[config.mk]
export PLATFORM = sky130hd
export DESIGN_NAME = i2c_status_flags
export DESIGN_NICKNAME = d
export VERILOG_FILES = /design/src/rtl/isf_pkg.sv /design/src/rtl/isf_seq_fsm.sv /design/src/rtl/isf_flag_bank.sv /design/src/rtl/isf_irq_gate.sv /design/src/rtl/i2c_status_flags.sv
export SDC_FILE = /design/constraint.sdc
export NUM_CORES = 1
export LEC_CHECK = 0
export BUFFER_PORTS_ARGS = -buffer_cell sky130_fd_sc_hd__buf_2
export CAP_MARGIN = 25
export CORE_MARGIN = 4
export CORE_UTILIZATION = 41
export CTS_BUF_LIST = sky130_fd_sc_hd__clkbuf_16
export CTS_CLUSTER_SIZE = 24
export DETAILED_ROUTE_END_ITERATION = 10
export GPL_TIMING_DRIVEN = 0
export HOLD_SLACK_MARGIN = 0.02
export PLACE_DENSITY = 0.82
export RECOVER_POWER = 50
export SYNTH_ARGS = -nofsm -noshare
export SYNTH_HDL_FRONTEND = slang
export SYNTH_SLANG_ARGS = --single-unit
[constraint.sdc]
create_clock -name clk -period 2.25 [get_ports clk]
set_clock_uncertainty 0.05 [all_clocks]
set_input_delay 0.1125 -clock clk [delete_from_list [all_inputs] [get_ports clk]]
set_output_delay 0.1125 -clock clk [all_outputs]
set_load 0.02 [all_outputs]
[src/rtl/isf_pkg.sv]
package isf_pkg;
    localparam int DW  = 16;
    localparam int AW  = 3;
    localparam int S2W = 8;
    localparam int EW  = DW + S2W;

    localparam logic [AW-1:0] A_CTL1 = 3'd0;
    localparam logic [AW-1:0] A_CTL2 = 3'd1;
    localparam logic [AW-1:0] A_DATA = 3'd4;
    localparam logic [AW-1:0] A_ST1  = 3'd5;
    localparam logic [AW-1:0] A_ST2  = 3'd6;

    localparam int B_START = 0;
    localparam int B_ADDR  = 1;
    localparam int B_BYTE  = 2;
    localparam int B_HDR10 = 3;
    localparam int B_STOP  = 4;
    localparam int B_RXF   = 6;
    localparam int B_TXE   = 7;

    localparam int EN_ERR = 8;
    localparam int EN_EVT = 9;
    localparam int EN_BUF = 10;

    localparam logic [DW-1:0] EVT_MASK  = 16'h001F;
    localparam logic [DW-1:0] BUF_MASK  = 16'h00C0;
    localparam logic [DW-1:0] ERR_MASK  = 16'hDF00;
    localparam logic [DW-1:0] LIVE_MASK = EVT_MASK | BUF_MASK | ERR_MASK;

    typedef enum logic {
        SEQ_IDLE  = 1'b0,
        SEQ_ARMED = 1'b1
    } seq_state_t;

    typedef struct packed {
        logic buf_en;
        logic evt_en;
        logic err_en;
    } irq_en_t;
endpackage

[src/rtl/isf_seq_fsm.sv]
module isf_seq_fsm
    import isf_pkg::*;
(
    input  logic          clk,
    input  logic          rst_n,
    input  logic          st1_rd,
    input  logic          bus_act,
    input  logic          data_rd,
    input  logic          data_wr,
    input  logic          st2_rd,
    input  logic          ctl1_wr,
    output logic [DW-1:0] seq_clr,
    output logic          armed
);
    seq_state_t state, state_nx;

    always_ff @(posedge clk or negedge rst_n) begin
        if (!rst_n) state <= SEQ_IDLE;
        else        state <= state_nx;
    end

    always_comb begin
        state_nx = state;
        unique case (state)
            SEQ_IDLE:  if (st1_rd) state_nx = SEQ_ARMED;
            SEQ_ARMED: begin
                if (st1_rd)       state_nx = SEQ_ARMED;
                else if (bus_act) state_nx = SEQ_IDLE;
            end
        endcase
    end

    always_comb begin
        seq_clr = '0;
        armed   = 1'b0;
        unique case (state)
            SEQ_IDLE: ;
            SEQ_ARMED: begin
                armed = 1'b1;
                if (data_wr) begin
                    seq_clr[B_START] = 1'b1;
                    seq_clr[B_HDR10] = 1'b1;
                    seq_clr[B_BYTE]  = 1'b1;
                end
                if (data_rd) seq_clr[B_BYTE] = 1'b1;
                if (st2_rd)  seq_clr[B_ADDR] = 1'b1;
                if (ctl1_wr) seq_clr[B_STOP] = 1'b1;
            end
        endcase
    end
endmodule

[src/rtl/isf_flag_bank.sv]
module isf_flag_bank #(
    parameter int          W    = 16,
    parameter logic [W-1:0] MASK = '1
) (
    input  logic         clk,
    input  logic         rst_n,
    input  logic [W-1:0] set,
    input  logic [W-1:0] clr,
    output logic [W-1:0] q
);
    logic unused_bits;
    assign unused_bits = ^(set & clr & ~MASK);

    for (genvar i = 0; i < W; i++) begin : g_bit
        if (MASK[i]) begin : g_live
            always_ff @(posedge clk or negedge rst_n) begin
                if (!rst_n) q[i] <= 1'b0;
                else        q[i] <= set[i] | (q[i] & ~clr[i]);
            end
        end else begin : g_tie
            assign q[i] = 1'b0;
        end
    end
endmodule

[src/rtl/isf_irq_gate.sv]
module isf_irq_gate
    import isf_pkg::*;
(
    input  logic [DW-1:0] flags,
    input  irq_en_t       en,
    output logic          irq_evt,
    output logic          irq_buf,
    output logic          irq_err
);
    always_comb begin
        irq_evt = en.evt_en & (|(flags & EVT_MASK));
        irq_buf = en.buf_en & (|(flags & BUF_MASK));
        irq_err = en.err_en & (|(flags & ERR_MASK));
    end
endmodule

[src/rtl/i2c_status_flags.sv]
module i2c_status_flags
    import isf_pkg::*;
(
    input  logic          clk,
    input  logic          rst_n,
    input  logic [AW-1:0] bus_addr,
    input  logic          bus_rd,
    input  logic          bus_wr,
    input  logic [DW-1:0] bus_wdata,
    input  logic [DW-1:0] set_st1,
    input  logic [S2W-1:0] eng_st2,
    output logic [DW-1:0] st1,
    output logic [DW-1:0] st2,
    output logic [EW-1:0] evt_word,
    output logic          irq_evt,
    output logic          irq_buf,
    output logic          irq_err
);
    logic           st1_rd, st1_wr, data_rd, data_wr, st2_rd, ctl1_wr, ctl2_wr, bus_act;
    logic [DW-1:0]  seq_clr, err_clr, buf_clr, all_clr;
    logic           seq_armed;
    irq_en_t        en_q;
    logic [S2W-1:0] st2_q;
    logic           unused_wd;

    assign unused_wd = ^bus_wdata[7:0];

    always_comb begin
        bus_act = bus_rd | bus_wr;
        st1_rd  = bus_rd & (bus_addr == A_ST1);
        st1_wr  = bus_wr & (bus_addr == A_ST1);
        data_rd = bus_rd & (bus_addr == A_DATA);
        data_wr = bus_wr & (bus_addr == A_DATA);
        st2_rd  = bus_rd & (bus_addr == A_ST2);
        ctl1_wr = bus_wr & (bus_addr == A_CTL1);
        ctl2_wr = bus_wr & (bus_addr == A_CTL2);
    end

    isf_seq_fsm u_fsm (
        .clk     (clk),
        .rst_n   (rst_n),
        .st1_rd  (st1_rd),
        .bus_act (bus_act),
        .data_rd (data_rd),
        .data_wr (data_wr),
        .st2_rd  (st2_rd),
        .ctl1_wr (ctl1_wr),
        .seq_clr (seq_clr),
        .armed   (seq_armed)
    );

    always_comb begin
        err_clr = st1_wr ? (~bus_wdata & ERR_MASK) : '0;
        buf_clr = '0;
        buf_clr[B_RXF] = data_rd;
        buf_clr[B_TXE] = data_wr;
        all_clr = seq_clr | err_clr | buf_clr;
    end

    isf_flag_bank #(.W(DW), .MASK(LIVE_MASK)) u_bank (
        .clk   (clk),
        .rst_n (rst_n),
        .set   (set_st1),
        .clr   (all_clr),
        .q     (st1)
    );

    always_ff @(posedge clk or negedge rst_n) begin
        if (!rst_n) begin
            en_q  <= '0;
            st2_q <= '0;
        end else begin
            st2_q <= eng_st2;
            if (ctl2_wr) begin
                en_q.err_en <= bus_wdata[EN_ERR];
                en_q.evt_en <= bus_wdata[EN_EVT];
                en_q.buf_en <= bus_wdata[EN_BUF];
            end
        end
    end

    assign st2      = {{(DW-S2W){1'b0}}, st2_q};
    assign evt_word = {st2_q, st1};

    isf_irq_gate u_irq (
        .flags   (st1),
        .en      (en_q),
        .irq_evt (irq_evt),
        .irq_buf (irq_buf),
        .irq_err (irq_err)
    );
endmodule

**After elaboration in Yosys (flattened, before gate mapping)**

Index checks and enable logic that the tools add are counted.

- Equal/unequal tests: 4
- Muxes and demuxes: 11
- Bitwise gates (word level): 57
- Reduce and logical (&&, ||, !) cells: 4

Operators with widths:

| kind | number |
|---|---|
| $and 1x1->1 | 24 |
| $mux 16 | 1 |
| $not 16->16 | 1 |
| $or 16x8->16 | 1 |
| $or 5x16->16 | 1 |
| $not 1->1 | 15 |
| $or 1x1->1 | 15 |
| $eq 3x3->1 const B | 3 |
| $mux 1 | 7 |
| $reduce_or 7->1 | 1 |
| $mux 5 | 1 |
| $reduce_or 5->1 | 1 |
| $eq 3x1->1 const B | 1 |
| $logic_not 3->1 | 1 |
| $mux 2 | 1 |
| $pmux 1 s2 | 1 |
| $reduce_or 2->1 | 1 |

- Bits in registers: 26
- Input port bits: 47
- Output and inout bits: 59
- Word-level logic and storage cells: 95

**Logic depth before layout (Yosys ltp)**

- Depth after elaboration: 10
- Mapped depth: 3

**Hierarchy**

Synthesis repeated with hierarchy kept, for this count alone.

- Cell total of the unflattened synthesis: 137
- Area total of the unflattened synthesis: 1433.9 um^2

By module, submodules not included:

| module | instances | cells each | area each (um^2) | seq. area each (um^2) |
|---|---|---|---|---|
| i2c_status_flags | 1 | 66 | 709.4 | 275.3 |
| isf_flag_bank | 1 | 45 | 526.8 | 350.3 |
| isf_seq_fsm | 1 | 20 | 156.4 | 25.0 |
| isf_irq_gate | 1 | 6 | 41.3 | 0.0 |

**Worst setup path before layout**

OpenSTA, ideal clock, no wires.

- Path kind: register -> output
- From: register u_bank.q[2]
- To: output port irq_evt
- Data arrival time: 1.224 ns
- Data required time: 2.088 ns
- Slack: 0.863 ns
- Cell stages (with the launch flop): 3
- Buffers on the path: 0
- Cells stage by stage: dfrtp_1 > or4_1 > o21a_1

- Cells in the longest elaborated chain, start to end: 2

RTL lines:

| item | RTL line | RTL |
|---|---|---|
| start, declared | isf_flag_bank.sv:9 | `output logic [W-1:0] q` |
| start signal, assigned by index | isf_flag_bank.sv:18 | `else q[i] <= set[i] \| (q[i] & ~clr[i]);` |
| $reduce_or 5->1 | isf_irq_gate.sv:11 | `irq_evt = en.evt_en & (\|(flags & EVT_MASK));` |
| $and 1x1->1 | isf_irq_gate.sv:11 |  |
| end, declared | i2c_status_flags.sv:15 | `output logic irq_evt,` |

No other way between the ends.

**Worst setup path after layout**

Ends and elaborated chain as after synthesis.

==> impl_results.html <==
<table>
<tr><th>Metric</th><th>Value</th></tr>
<tr><th colspan="2">Status</th></tr>
<tr><td>Status</td><td>finished, final reports clean</td></tr>
<tr><th colspan="2">Clock tree</th></tr>
<tr><td>Maximum count of clock buffers along a single path</td><td>2</td></tr>
<tr><td># resized after CTS</td><td>0</td></tr>
<tr><td>CTS H-Tree Depth</td><td>1</td></tr>
<tr><td>CTS hold repair buffers</td><td>11</td></tr>
<tr><td>Clock input transition at the sequential cells of the worst setup and hold paths</td><td>~0.060 ns</td></tr>
<tr><td>CTS tree</td><td>done</td></tr>
<tr><td>Cell chosen for the clock root</td><td>sky130_fd_sc_hd__clkbuf_16</td></tr>
<tr><td>Number of clock sinks</td><td>26</td></tr>
<tr><td>Later-pin clock latency in the skew report</td><td>between 0.2 and 0.3 ns</td></tr>
<tr><td>Post-CTS Setup Bufs</td><td>0</td></tr>
<tr><td>Number of buffers created by CTS</td><td>3</td></tr>
<tr><th colspan="2">Finish</th></tr>
<tr><td>Commonest non-fill, non-tap cell in the layout</td><td>sky130_fd_sc_hd__buf_2</td></tr>
<tr><td>Top library cells by usage in the layout, fill and taps aside</td><td>79 x sky130_fd_sc_hd__buf_2, 34 x sky130_fd_sc_hd__buf_4, 26 x sky130_fd_sc_hd__dfrtp_1</td></tr>
<tr><td>Number of inserted diodes</td><td>0</td></tr>
<tr><td>Reg area</td><td>about 650 µm²</td></tr>
<tr><td>Area used by multi-input combinational logic</td><td>approximately 390 µm²</td></tr>
<tr><td>Layout fillers</td><td>between 200 and 250</td></tr>
<tr><td>Final nets</td><td>around 280</td></tr>
<tr><td>Share of layout cells above drive strength 1</td><td>52.9%</td></tr>
<tr><td>Post-Layout Inst Area</td><td>roughly 2000 µm²</td></tr>
<tr><td>Area growth from synthesis to layout</td><td>53.3%</td></tr>
<tr><th colspan="2">Setup path</th></tr>
<tr><td>Ordered list of cells on the worst path</td><td>or4_1, o21a_1, buf_2</td></tr>
<tr><td>Critical setup path kind</td><td>flip-flop to output pin</td></tr>
<tr><td>Maximum cell stage delay along the critical path</td><td>0.52 ns</td></tr>
<tr><td>CP Capture Type</td><td>output pin</td></tr>
<tr><td>Startpoint types</td><td>flip-flop</td></tr>
<tr><td>Max stage delay cell, worst path</td><td>sky130_fd_sc_hd__or4_1</td></tr>
<tr><td>Critical path fanouts, max</td><td>4</td></tr>
<tr><td>Required time at the endpoint of the critical path</td><td>between 2 and 2.5 ns</td></tr>
<tr><td>Data arrival time of the critical path</td><td>about 1.5 ns</td></tr>
<tr><th colspan="2">Floorplanning</th></tr>
<tr><td>Number of core rows</td><td>19</td></tr>
<tr><td>Die Height</td><td>between 60 and 70 µm</td></tr>
<tr><td>Placeable core region</td><td>about 2900 µm²</td></tr>
<tr><td>Initial Util</td><td>between 40% and 50%</td></tr>
<tr><td>Die width</td><td>63.8 µm</td></tr>
<tr><td>Number of top-level design ports</td><td>106</td></tr>
<tr><td>Die Area</td><td>between 4000 and 5000 µm²</td></tr>
<tr><th colspan="2">Timing</th></tr>
<tr><td>Final hold viol count</td><td>0</td></tr>
<tr><td>Tcrit/Tclk final</td><td>74.1%</td></tr>
<tr><td>Total count of max-transition violations in the final report</td><td>0</td></tr>
<tr><td># setup viols final</td><td>0</td></tr>
<tr><td>Slew at the pin closest to its max-slew limit</td><td>about 1.4 ns</td></tr>
<tr><td>Achievable frequency</td><td>600 MHz</td></tr>
<tr><td>RSZ-0062 raised after global routing</td><td>no</td></tr>
<tr><td>Final Critical Period</td><td>about 1.7 ns</td></tr>
<tr><td>Worst slack on hold paths</td><td>about 0.057 ns</td></tr>
<tr><td>Worst max-slew margin expressed relative to the limit</td><td>under 10%</td></tr>
<tr><td>Setup TNS Final</td><td>0 ns</td></tr>
<tr><th colspan="2">Hold path</th></tr>
<tr><td>Tightest Hold Check Type</td><td>primary input to flip-flop</td></tr>
<tr><th colspan="2">Power and ir drop</th></tr>
<tr><td>LEAKAGE</td><td>about 0.94 nW</td></tr>
<tr><td>Power per standard cell area</td><td>roughly 580 nW/µm²</td></tr>
<tr><td>Maximum vdd drop</td><td>around 310 µV</td></tr>
<tr><th colspan="2">Drt</th></tr>
<tr><td>1st-pass router iterations</td><td>4</td></tr>
<tr><td>Vias per cell</td><td>roughly 4.3</td></tr>
<tr><td>DRC violations left</td><td>0</td></tr>
<tr><td>Sum of routed wire length over all layers</td><td>around 3.2 mm</td></tr>
<tr><td>Routed wirelength normalized by instance count</td><td>12.0 µm</td></tr>
<tr><td>Vias post-DR</td><td>around 1.1k</td></tr>
<tr><td>Final antenna-violating net count</td><td>0</td></tr>
<tr><td>Initial DRC count</td><td>47</td></tr>
<tr><th colspan="2">Logic synthesis</th></tr>
<tr><td>Warning count from the yosys run</td><td>0</td></tr>
<tr><td>Post-Synthesis Mean Instance Area</td><td>about 11 µm²</td></tr>
<tr><td>Distinct cell type count of the synthesized netlist</td><td>25</td></tr>
<tr><td>Yosys top cell by area</td><td>sky130_fd_sc_hd__dfrtp_1</td></tr>
<tr><td>Sequential element share of the synthesized area</td><td>about 51%</td></tr>
<tr><td>Number of synthesized flops with an enable pin</td><td>0</td></tr>
<tr><td>Synthesized flop and latch total</td><td>26</td></tr>
<tr><td>Area of the mapped netlist</td><td>about 1300 µm²</td></tr>
<tr><td>Flip-flop cell with the highest count after synthesis</td><td>sky130_fd_sc_hd__dfrtp_1</td></tr>
<tr><td>Post-Syn Instances</td><td>119</td></tr>
<tr><td>Cells taking the most area after synthesis</td><td>sky130_fd_sc_hd__dfrtp_1 51%, sky130_fd_sc_hd__buf_4 20%, sky130_fd_sc_hd__nor2_1 5.9%, sky130_fd_sc_hd__mux2_4 3.5%, sky130_fd_sc_hd__a21oi_1 3.1%</td></tr>
<tr><td>Synth top area share</td><td>between 50% and 60%</td></tr>
<tr><td>Ys async rst share</td><td>100%</td></tr>
<tr><th colspan="2">GRT</th></tr>
<tr><td>Wire length of the first global-routing pass</td><td>around 5.3 mm</td></tr>
<tr><td>Antenna violations before repair</td><td>0</td></tr>
<tr><td>Global-route usage over all layers</td><td>15.9%</td></tr>
<tr><td>Largest net degree at the start of global routing</td><td>27</td></tr>
<tr><td>Final global-route overflow total</td><td>0</td></tr>
<tr><td>Vias in the first global route</td><td>around 1.1k</td></tr>
<tr><th colspan="2">Placed design</th></tr>
<tr><td>Port bufs</td><td>82</td></tr>
<tr><td>Placed standard-cell area</td><td>~1800 µm²</td></tr>
<tr><td>Post-DP HPWL</td><td>roughly 2.5 mm</td></tr>
<tr><td>Final RePlAce weighted congestion</td><td>about 0.78</td></tr>
<tr><th colspan="2">Job</th></tr>
<tr><td>MaxCap Viol Count</td><td>0</td></tr>
</table>
## registers in the layout (all words and copies together), names as in the netlist
| signal | cells |
|---|---|
| u_bank.q | 14 |
| st2_q | 8 |
| en_q | 3 |
| u_fsm.state | 1 |
## Yosys cell counts (all sizes together) (2+ instances only)
library cell,count
a21oi,8
dfrtp,26
nor2,20
nor2b,2
and4b,2
a21o,2
nand4bb,2
o21a,2
mux2,3
buf,35
inv,3
a41oi,2
## final cells by class
cell class / count / share of cell area [%]
clock buffers: 3 / 3.83
clock inverters: 1 / 0.192
well taps: 42 / 2.68
plain buffers: 35 / 13.3
repair buffers: 93 / 26.3
inverters: 3 / 0.575
multi-input cells: 66 / 19.9
flip-flops and latches: 26 / 33.2
## routing by layer
layer / vias to the layer above / track usage, % / wire [µm]
met1: 503 / 20.4 / 1420
met3: 4 / 4.90 / 332
met5: - / 0 / 0
met4: 0 / 4.04 / 32
li1: 574 / - / -
met2: 68 / 26.1 / 1450
## per-stage QoR
step,worst slack (ns),utilization (%),total power [mW],std cells
2_1_floorplan,0.863,-,0.655,130
3_3_place_gp,0.848,61.9,0.742,254
3_5_place_dp,0.850,61.9,0.746,254
4_1_cts,0.571,68.5,1.14,269
5_1_grt,0.331,68.1,1.18,269
6_report,0.583,68.1,1.13,269
## kinds of logic after synthesis
kind of cell           Yosys count  share of synthesized area, %
other                            1                         0.294
flip-flops                      26                          50.9
buffers and inverters           38                          21.3
AND/OR/NAND/NOR                 33                          14.6
AO/OA/AOI/OAI                   18                          9.40
multiplexers                     3                          3.53
## final timing paths
path                              start  cells past startpoint  slack, ns           end
setup / recovery            u_bank.q[2]                      3       0.58       irq_evt
hold / removal             bus_wdata[9]                      2       0.06       en_q[1]
setup reg to reg            u_fsm.state                      2       1.10   u_bank.q[2]
hold reg to reg                 en_q[1]                      1       0.45       en_q[1]
max in group asynchronous         rst_n                      2       0.69   u_bank.q[9]
min in group asynchronous         rst_n                      2       0.66  u_bank.q[11]
## power breakdown
part / internal [mW] / switching, mW / leakage (nW) / total [mW]
logic: 0.113 / 0.128 / 0.635 / 0.241
clock network: 0.237 / 0.142 / 0.0385 / 0.379
registers: 0.492 / 0.0148 / 0.268 / 0.507
total: 0.842 / 0.285 / 0.941 / 1.13
## critical path: cells and delay by family (launching register included)
family	cells	cell delay, ns
simple gates	1	0.52
buf+inv	1	0.15
compound gates	1	0.17
flops	1	0.41
No activity file was read; power rests on OpenSTA's default activity.
